`config.mk`:
```
export PLATFORM = sky130hd
export DESIGN_NAME = serial_sample_rx
export DESIGN_NICKNAME = d
export VERILOG_FILES = /design/src/rtl/ssr_pkg.sv /design/src/rtl/ssr_front.sv /design/src/rtl/ssr_ctrl.sv /design/src/rtl/ssr_lane.sv /design/src/rtl/serial_sample_rx.sv
export SDC_FILE = /design/constraint.sdc
export NUM_CORES = 1
export LEC_CHECK = 0
export BUFFER_PORTS_ARGS = -buffer_cell sky130_fd_sc_hd__buf_4
export CORE_UTILIZATION = 58
export CTS_BUF_LIST = sky130_fd_sc_hd__clkbuf_8 sky130_fd_sc_hd__clkbuf_16
export CTS_CLUSTER_SIZE = 30
export DETAILED_ROUTE_END_ITERATION = 6
export PLACE_DENSITY = 0.89
export SETUP_SLACK_MARGIN = 0.15
export SYNTH_ARGS = -nofsm -noshare
export SYNTH_HDL_FRONTEND = slang
export SYNTH_SLANG_ARGS = --single-unit
```
`constraint.sdc`:
```
create_clock -name clk -period 2.7 [get_ports clk]
set_input_delay 0.27 -clock clk [delete_from_list [all_inputs] [get_ports clk]]
set_output_delay 0.27 -clock clk [all_outputs]
set_load 0.005 [all_outputs]
```
`src/rtl/ssr_pkg.sv`:
```
package ssr_pkg;
  localparam int LANES = 2;

  typedef enum logic [1:0] {
    ST_IDLE,
    ST_DELAY,
    ST_RECV,
    ST_GUARD
  } ssr_state_t;

  // start delay code -> half cycles (saturates at 4)
  function automatic logic [2:0] start_halves(input logic [2:0] code);
    return (code > 3'd4) ? 3'd4 : code;
  endfunction

  // guard code -> half cycles: 0,1,2,3,4,6 ; codes above 5 act as 5
  function automatic logic [2:0] guard_halves(input logic [2:0] code);
    return (code >= 3'd5) ? 3'd6 : code;
  endfunction
endpackage

```
`src/rtl/ssr_front.sv`:
```
module ssr_front #(
  parameter int NDAT = 2
) (
  input  logic            clk,
  input  logic            rst_n,
  input  logic            i_sclk,
  input  logic            i_sync,
  input  logic [NDAT-1:0] i_dat,
  input  logic            i_mode_lr,
  input  logic            i_sync_fall,
  output logic            o_edge,
  output logic            o_start,
  output logic [NDAT-1:0] o_dat
);
  logic            sclk_m, sclk_s, sclk_q;
  logic            sync_m, sync_s, sync_prev, primed;
  logic [NDAT-1:0] dat_m, dat_s;
  logic            rise, fall, marker;

  assign rise = sclk_s & ~sclk_q;
  assign fall = ~sclk_s & sclk_q;

  always_ff @(posedge clk or negedge rst_n) begin
    if (!rst_n) begin
      sclk_m    <= 1'b0;
      sclk_s    <= 1'b0;
      sclk_q    <= 1'b0;
      sync_m    <= 1'b0;
      sync_s    <= 1'b0;
      sync_prev <= 1'b0;
      primed    <= 1'b0;
      dat_m     <= '0;
      dat_s     <= '0;
    end else begin
      sclk_m <= i_sclk;
      sclk_s <= sclk_m;
      sclk_q <= sclk_s;
      sync_m <= i_sync;
      sync_s <= sync_m;
      dat_m  <= i_dat;
      dat_s  <= dat_m;
      if (rise) begin
        sync_prev <= sync_s;
        primed    <= 1'b1;
      end
    end
  end

  always_comb begin
    if (i_mode_lr)        marker = sync_s ^ sync_prev;
    else if (i_sync_fall) marker = sync_prev & ~sync_s;
    else                  marker = ~sync_prev & sync_s;
  end

  assign o_start = rise & primed & marker;
  assign o_edge  = rise | fall;
  assign o_dat   = dat_s;
endmodule

```
`src/rtl/ssr_ctrl.sv`:
```
module ssr_ctrl
  import ssr_pkg::*;
#(
  parameter int W = 16
) (
  input  logic       clk,
  input  logic       rst_n,
  input  logic       i_edge,
  input  logic       i_start,
  input  logic [2:0] i_start_dly,
  input  logic [2:0] i_end_dly,
  output logic       o_cap,
  output logic       o_first,
  output logic       o_last,
  output logic       o_abort
);
  localparam int BW = (W > 2) ? $clog2(W) : 1;

  ssr_state_t  st, st_n;
  logic [2:0]  cnt, cnt_n, dly_h, grd_h;
  logic        ph, ph_n, old_last;
  logic [BW-1:0] bits, bits_n;

  assign dly_h = start_halves(i_start_dly);
  assign grd_h = guard_halves(i_end_dly);

  always_comb begin
    st_n = st; cnt_n = cnt; ph_n = ph; bits_n = bits;
    o_cap = 1'b0; o_first = 1'b0; o_last = 1'b0; o_abort = 1'b0;
    old_last = i_edge && (st == ST_RECV) && ph && (bits == BW'(W-1));
    if (i_start) begin
      o_abort = (st == ST_DELAY)
             || (st == ST_RECV && !(old_last && dly_h != 3'd0))
             || (st == ST_GUARD && cnt != 3'd1);
      if (dly_h == 3'd0) begin
        o_cap = 1'b1; o_first = 1'b1;
        st_n = ST_RECV; ph_n = 1'b0; bits_n = BW'(1);
      end else begin
        o_cap = old_last; o_last = old_last;
        st_n = ST_DELAY; cnt_n = dly_h;
      end
    end else if (i_edge) begin
      case (st)
        ST_DELAY: begin
          if (cnt == 3'd1) begin
            o_cap = 1'b1; o_first = 1'b1;
            st_n = ST_RECV; ph_n = 1'b0; bits_n = BW'(1);
          end else cnt_n = cnt - 3'd1;
        end
        ST_RECV: begin
          if (ph) begin
            o_cap = 1'b1; ph_n = 1'b0; bits_n = bits + BW'(1);
            if (bits == BW'(W-1)) begin
              o_last = 1'b1;
              if (grd_h == 3'd0) st_n = ST_IDLE;
              else begin st_n = ST_GUARD; cnt_n = grd_h; end
            end
          end else ph_n = 1'b1;
        end
        ST_GUARD: begin
          if (cnt == 3'd1) st_n = ST_IDLE;
          else cnt_n = cnt - 3'd1;
        end
        default: ;
      endcase
    end
  end

  always_ff @(posedge clk or negedge rst_n) begin
    if (!rst_n) begin
      st <= ST_IDLE; cnt <= '0; ph <= 1'b0; bits <= '0;
    end else begin
      st <= st_n; cnt <= cnt_n; ph <= ph_n; bits <= bits_n;
    end
  end
endmodule

```
`src/rtl/ssr_lane.sv`:
```
module ssr_lane #(
  parameter int W = 16
) (
  input  logic         clk,
  input  logic         rst_n,
  input  logic         i_cap,
  input  logic         i_first,
  input  logic         i_last,
  input  logic         i_en,
  input  logic         i_lsb_first,
  input  logic         i_bit,
  output logic         o_valid,
  output logic [W-1:0] o_word
);
  logic [W-1:0] sh, nxt;

  always_comb begin
    if (i_first)          nxt = i_lsb_first ? {i_bit, {(W-1){1'b0}}} : {{(W-1){1'b0}}, i_bit};
    else if (i_lsb_first) nxt = {i_bit, sh[W-1:1]};
    else                  nxt = {sh[W-2:0], i_bit};
  end

  always_ff @(posedge clk or negedge rst_n) begin
    if (!rst_n) begin
      sh <= '0; o_valid <= 1'b0; o_word <= '0;
    end else begin
      if (i_cap) sh <= nxt;
      o_valid <= i_cap && i_last && i_en;
      if (i_cap && i_last && i_en) o_word <= nxt;
    end
  end
endmodule

```
`src/rtl/serial_sample_rx.sv`:
```
module serial_sample_rx
  import ssr_pkg::*;
#(
  parameter int W = 16
) (
  input  logic             clk,
  input  logic             rst_n,
  input  logic             i_sclk,
  input  logic             i_sync,
  input  logic [LANES-1:0] i_dat,
  input  logic             i_mode_lr,
  input  logic             i_sync_fall,
  input  logic             i_lsb_first,
  input  logic [2:0]       i_start_dly,
  input  logic [2:0]       i_end_dly,
  input  logic             i_two_lanes,
  output logic [LANES-1:0]   o_valid,
  output logic [LANES*W-1:0] o_data,
  output logic             o_frame_err
);
  logic             edge_s, start_s, cap, first, last, abort;
  logic [LANES-1:0] dat_s;

  ssr_front #(.NDAT(LANES)) u_front (
    .clk(clk), .rst_n(rst_n), .i_sclk(i_sclk), .i_sync(i_sync), .i_dat(i_dat),
    .i_mode_lr(i_mode_lr), .i_sync_fall(i_sync_fall),
    .o_edge(edge_s), .o_start(start_s), .o_dat(dat_s)
  );

  ssr_ctrl #(.W(W)) u_ctrl (
    .clk(clk), .rst_n(rst_n), .i_edge(edge_s), .i_start(start_s),
    .i_start_dly(i_start_dly), .i_end_dly(i_end_dly),
    .o_cap(cap), .o_first(first), .o_last(last), .o_abort(abort)
  );

  for (genvar g = 0; g < LANES; g++) begin : g_lane
    ssr_lane #(.W(W)) u_lane (
      .clk(clk), .rst_n(rst_n), .i_cap(cap), .i_first(first), .i_last(last),
      .i_en((g == 0) ? 1'b1 : i_two_lanes), .i_lsb_first(i_lsb_first),
      .i_bit(dat_s[g]), .o_valid(o_valid[g]), .o_word(o_data[g*W +: W])
    );
  end

  always_ff @(posedge clk or negedge rst_n) begin
    if (!rst_n) o_frame_err <= 1'b0;
    else if (abort) o_frame_err <= 1'b1;
  end
endmodule

```
* After elaboration in Yosys (flattened, before gate mapping)
Cells that the tools add are included.
Storage, ports and cells: register bits after elaboration 88, bits in latches 0, bits in writable memories 0, memory bits (read-only) 0, word-level logic and storage cells 129, memories 0
Operators by class: add/sub/neg operators 2, multipliers 0, divide/modulo/power cells 0, magnitude comparators 2, equality and inequality tests 14, shift-type cells 0, mux-type cells 56, bitwise operators 12, reduce and logical (&&, ||, !) cells 23
Operator list (count):
- two-way mux 16 bit | 6
- two-way mux 3 bit | 9
- two-way mux 1 bit | 23
- two-way mux 4 bit | 5
- two-way mux 2 bit | 8
- inequality test 3 bit (second input constant) | 4
- nonzero test 3 bit | 3
- logical AND 1 bit | 8
- one-hot mux 4 bit (2 select lines) | 1
- AND reduction 7 bit | 1
- bitwise AND 1 bit | 6
- logical NOT 3 bit | 2
- inequality test 3 x 2 -> 1 bit (second input constant) | 2
- one-hot mux 2 bit (3 select lines) | 1
- one-hot mux 3 bit (2 select lines) | 1
- AND reduction 6 bit | 1
- AND reduction 5 bit | 1
- adder 4 x 1 -> 4 bit (second input constant) | 1
- == test 2 bit (second input constant) | 2
- == test 4 bit (second input constant) | 1
- NOT 1 bit | 4
- one-hot mux 1 bit (2 select lines) | 2
- AND reduction 4 bit | 1
- nonzero test 4 bit | 1
- other kinds (14) | 15

* Depth between registers and ports, before layout
word-level depth 12, mapped depth 9

* Modules after synthesis
A second synthesis with hierarchy kept.
Unflattened totals: cell total of the unflattened synthesis 346, area total of the unflattened synthesis 4257.8 µm²
By module, submodules not included:
- ssr_lane | times used 2, cells an instance 109, area an instance 1480.2 µm², sequential area each 825.8 µm²
- ssr_ctrl | times used 1, cells an instance 101, area an instance 893.4 µm², sequential area each 250.2 µm²
- ssr_front | times used 1, cells an instance 24, area an instance 369.1 µm², sequential area each 275.3 µm²
- serial_sample_rx | times used 1, cells an instance 3, area an instance 35.0 µm², sequential area each 25.0 µm²

* Worst setup path after synthesis
Ideal clock, no wire load.
path type flip-flop to flip-flop, start reg u_front.sync_prev, end reg g_lane[0].u_lane.sh[10], library setup time 125 ps, data arrival time 2146 ps, data required time 2575 ps, slack 429 ps, cell stages (with the launch flop) 8, buffers on the path 1, clock period less this slack 2271 ps, cell sequence dfrtp_1 -> inv_1 -> ha_1 -> mux2_4 -> o2111ai_4 -> mux2i_1 -> buf_2 -> mux2_2
On the way: word-level cells in the longest chain between the ends 7
RTL lines:
- start: declaration | line ssr_front.sv:16 | logic sync_m, sync_s, sync_prev, primed;
- start signal: assignment | line ssr_front.sv:43 | sync_prev <= sync_s;
- NOT 1 bit | line ssr_front.sv:52 | else marker = ~sync_prev & sync_s;
- bitwise AND 1 bit | line ssr_front.sv:52
- two-way mux 1 bit | line ssr_front.sv:51 | else if (i_sync_fall) marker = sync_prev & ~sync_s;
- two-way mux 1 bit (*) | line ssr_front.sv:50 | if (i_mode_lr) marker = sync_s ^ sync_prev;
- bitwise AND 1 bit (*) | line ssr_front.sv:55 | assign o_start = rise & primed & marker;
- two-way mux 1 bit | line ssr_ctrl.sv:31 | if (i_start) begin
- two-way mux 16 bit | line ssr_lane.sv:18 | if (i_first) nxt = i_lsb_first ? {i_bit, {(W-1){1'b0}}} : {{(W-1){1'b0}}, i_bit};
- end signal: assignment | line ssr_lane.sv:27 | if (i_cap) sh <= nxt;
- end: declaration | line ssr_lane.sv:15 | logic [W-1:0] sh, nxt;
Every way passes the cells marked *; elsewhere a longest branch is shown, timed or not. A chain may end at the register's enable or synchronous reset.

* Final worst setup path
start reg u_ctrl.st[1], end reg g_lane[0].u_lane.o_word[14]
On the way: word-level cells in the longest chain between the ends 7
RTL lines:
- start: declaration | line ssr_ctrl.sv:19 | ssr_state_t st, st_n;
- start signal: assignment | line ssr_ctrl.sv:73 | st <= st_n; cnt <= cnt_n; ph <= ph_n; bits <= bits_n;
- == test 2 bit | line ssr_ctrl.sv:30, ssr_ctrl.sv:43
- logical AND 1 bit (3 in series) | line ssr_ctrl.sv:30 | old_last = i_edge && (st == ST_RECV) && ph && (bits == BW'(W-1));
- two-way mux 1 bit | line ssr_ctrl.sv:35 | if (dly_h == 3'd0) begin
- two-way mux 1 bit | line ssr_ctrl.sv:31
- logical AND 1 bit | line ssr_lane.sv:29 | if (i_cap && i_last && i_en) o_word <= nxt;
- end signal: assignment | line ssr_lane.sv:29
- end: declaration | line ssr_lane.sv:13 | output logic [W-1:0] o_word
Several ways; a longest one is shown, not always the timed one.

==> summary.md <==
| Metric | Value |
|---|---|
| CP max FO | `10` |
| Skew final | `11.8 ps` |
| Flop2flop setup slack | `270 ps` |
| Simple-gate share of the synthesized area | `0.0799` |
| Asr flop ratio synth | `1.00` |
| Share of layout cells above drive strength 1 | `0.356` |
| Fin crit period | `2430 ps` |
| R2R Path Start | `u_ctrl.st[1]` |
| Non-Filler Cell Area, Final | `4810 sq um` |
| Total power | `3.26 mW` |
| Register bit total from synthesis | `88` |
| CTS Buffer Depth | `2` |
| Worst skew pair latency | `roughly 350 ps` |
| Main synth FF type | `dfrtp_1` |
| CTS Root Cell | `clkbuf_8` |
| First-pass GRT wire length | `13,300 um` |
| Final Hold Viols | `0` |
| Syn Area/Cell | `12.3 sq um` |
| Area delta synth->final | `15.1%` |
| Share of the yosys chip area belonging to registers | `0.527` |
| Tcrit/Tclk final | `0.901` |
| Vias/cell | `5.61` |
| CTS tree | `done` |
| Reg-to-reg endpoint | `g_lane[0].u_lane.o_word[14]` |
| Post-synthesis compound-gate area fraction | `0.0598` |
| Area share of fa/ha/maj cells after synthesis | `0.0299` |
| CP startpoint kind | `flip-flop` |
| R2R cell count | `8` |
| Post-DP HPWL | `5370 um` |
| Layout filler cell count | `488` |
| Syn Inst Count | `around 340` |
| Mux cell area share after synthesis | `0.267` |
| Sw frac | `0.302` |
| Hold Crit Start | `i_sync` |
| Internal power | `2.27 mW` |
| Met2 Use GR | `0.379` |
| I/O pin total | `slightly above 50` |
| Core area | `6870 sq um` |
| Worst hold endpoint | `u_front.sync_m` |
| Die Y-Extent | `just under 90 um` |
| Initial Util | `0.609` |
| Worst Path Required | `roughly 2900 ps` |
| GR Util All Layers | `0.232` |
| Netlist cell types | `between 40 and 50` |
| Max VDD drop | `about 0.4 mV` |
| Wire per inst | `16.0 um` |
| Final setup viols | `0` |
| Xor and xnor area share after synthesis | `0.00209` |
| Max Slew Vio Count | `0` |
| Synthesis Warnings | `0` |
| Worst Hold Class | `input port to flip-flop` |
| CP Cell Sequence | `inv_1 > ha_1 > nand3b_1 > a21oi_1 > mux2_4 > and2_1 > buf_4 > mux2_2` |
| Worst-path clk slew | `80 ps` |
| WP data arrival | `~2700 ps` |
| Post-Syn Nets | `365` |
| Power per cell area | `677 nW/um^2` |
| Die Area | `~7600 sq um` |
| Slowest stage delay, CP | `410 ps` |
| Die width | `86.9 um` |
| Met3 Resource Use GR | `0.0502` |
| Final Net Count | `413` |
| Pre-Repair DR Iteration Count | `4` |
| Placed cell area | `4630 sq um` |
| Logic pwr share | `0.259` |
| First DRT Iteration DRCs | `193` |
| P_sw | `between 0.9 and 1 mW` |
| Post-synthesis cell area | `4180 sq um` |
| Largest family of logic cells by synthesized area | `multiplexers` |
| Setup TNS | `0 ps` |
| Highest achievable clock rate | `411 MHz` |
| DRC Markers | `0` |
| Final antenna diode count | `0` |
| Final core utilization | `0.701` |
| GRT met1 Usage | `0.305` |
| Hold Path Cell Cnt | `1` |
| IO buf count | `50` |
| Pin count of the biggest net entering global routing | `89` |
| Placer congestion estimate | `~0.8` |
| P_leak | `2.53 nW` |
| Reg power frac | `0.490` |
| Slowest-stage cell, CP | `dfrtp_1` |
| Via count | `roughly 2,700` |
| Clk sink count | `88` |
| Initial antenna violation count | `0` |
| Critical path class | `flip-flop to flip-flop` |
| Final wirelength | `between 7000 and 8000 um` |
| Actual slew at the worst max-slew pin | `~1100 ps` |
| Worst relative slew slack | `0.288` |
| Max-Cap Viols | `0` |
| Overflow after GRT | `0` |
| H-tree levels | `3` |
| CTS Buf Count | `9` |
| Vias in the first global route | `between 2,000 and 3,000` |
| Number of enable flip-flop cells after synthesis | `0` |
| Post-CTS Setup Bufs | `0` |
| Cell Rows | `30` |
| Status | `complete, no violations` |
| Clock Power Share | `0.251` |
| Final ANT Viol Nets | `0` |
| CP endpoint kind | `flip-flop` |
| GRT busiest layer | `met2` |
| Unrepaired setup endpoints after global routing | `no` |
## state kept, by name (all words and copies together) (netlist names)
register,count
u_front.sclk_s,1
g_lane.u_lane.o_valid,2
u_ctrl.ph,1
u_front.sclk_m,1
u_ctrl.bits,4
u_front.sync_m,1
u_front.o_dat,2
u_front.primed,1
u_front.sync_s,1
u_front.sync_prev,1
g_lane.u_lane.o_word,32
u_front.sclk_q,1
o_frame_err,1
u_ctrl.st,2
u_front.dat_m,2
g_lane.u_lane.sh,32
u_ctrl.cnt,3
## power groups by stage
stage	Clock (mW)	Sequential [mW]	Combinational [mW]
global route	0.888	1.62	0.935
finish	0.819	1.60	0.843
floorplan	0	1.58	0.629
global placement	0	1.60	0.784
detailed placement	0	1.62	0.836
CTS	0.839	1.60	0.843
## critical path: cells and delay by family, from the launching register on
family	cells	cell delay, ps
simple gates	2	350
compound gates	1	320
buf+inv	2	330
fa+ha+maj	1	280
mux	2	620
flops	1	410
## what timing repair did
action | 4_1_cts | 5_1_grt
setup endpoints to repair | 0 | 16
gates resized for setup | 0 | 2
hold buffers | 0 | 0
## metal layers
| metal | part of all wire | up-vias | wire, um |
|---|---|---|---|
| li1 | - | 1288 | - |
| met1 | 0.44 | 1369 | 3420 |
| met2 | 0.51 | 59 | 3930 |
| met3 | 0.039 | 12 | 304 |
| met4 | 0.016 | 0 | 121 |
| met5 | 0 | - | 0 |
## placed cells by master (no fill, tap or decap), types with 5 or more instances in the layout
| cell | n |
|---|---|
| a21oi_1 | 6 |
| a31oi_1 | 5 |
| buf_4 | 54 |
| clkbuf_8 | 9 |
| dfrtp_1 | 88 |
| ha_1 | 9 |
| inv_1 | 14 |
| mux2_2 | 66 |
| mux2i_1 | 32 |
| nand2_1 | 13 |
| nand2b_1 | 7 |
| nor2_1 | 36 |
| o21ai_0 | 12 |
## area by class of cell
type,count,area [sq um],area share
repair buffers,55,425,0.0884
well taps,96,120,0.0250
inverters,10,37.5,0.00780
clock buffers,9,124,0.0257
clock inverters,5,45.0,0.00936
multi-input cells,223,1860,0.386
flip-flops and latches,88,2200,0.458
## cells by family (layout without fill, tap and decap cells)
kind of cell | count (synthesis) | in the layout
mux | 102 | 102
flops | 88 | 88
simple gates | 73 | 73
compound gates | 37 | 37
buf+inv | 28 | 79
fa+ha+maj | 10 | 10
xor+xnor | 1 | 1
## cell usage after synthesis (5+ instances only)
| cell type | count | area (sq um) |
|---|---|---|
| dfrtp_1 | 88 | 2200 |
| mux2_2 | 66 | 743 |
| nor2_1 | 36 | 135 |
| mux2i_1 | 33 | 330 |
| nand2_1 | 13 | 48.8 |
| o21ai_0 | 12 | 60.1 |
| ha_1 | 10 | 125 |
| inv_1 | 10 | 37.5 |
| buf_2 | 7 | 35.0 |
| nand2b_1 | 7 | 43.8 |
| a21oi_1 | 6 | 30.0 |
| a31oi_1 | 5 | 31.3 |
| clkbuf_1 | 5 | 18.8 |
## stage by stage
stage / hold WS [ps] / worst slack [ps] / std cells
after floorplan: -25.6 / 429 / 339
after global placement: 337 / 367 / 472
after detailed placement: 343 / 288 / 472
after CTS: 8.75 / 267 / 486
after global routing: 14.2 / 145 / 486
final: 24.4 / 268 / 486
## worst max path at each step
stage	startpoint	endpoint	slack, ps	cells after the start
6_report	u_ctrl.st[1]	g_lane[0].u_lane.o_word[14]	270	8
2_1_floorplan	u_front.sync_prev	g_lane[0].u_lane.sh[10]	430	7
3_5_place_dp	u_ctrl.st[0]	g_lane[1].u_lane.o_word[4]	290	7
4_1_cts	u_ctrl.st[0]	g_lane[1].u_lane.o_word[4]	270	7
3_3_place_gp	u_front.sync_prev	g_lane[0].u_lane.sh[6]	370	8
5_1_grt	u_ctrl.st[1]	g_lane[0].u_lane.o_word[14]	140	8
(Power assumes the default switching activity.)
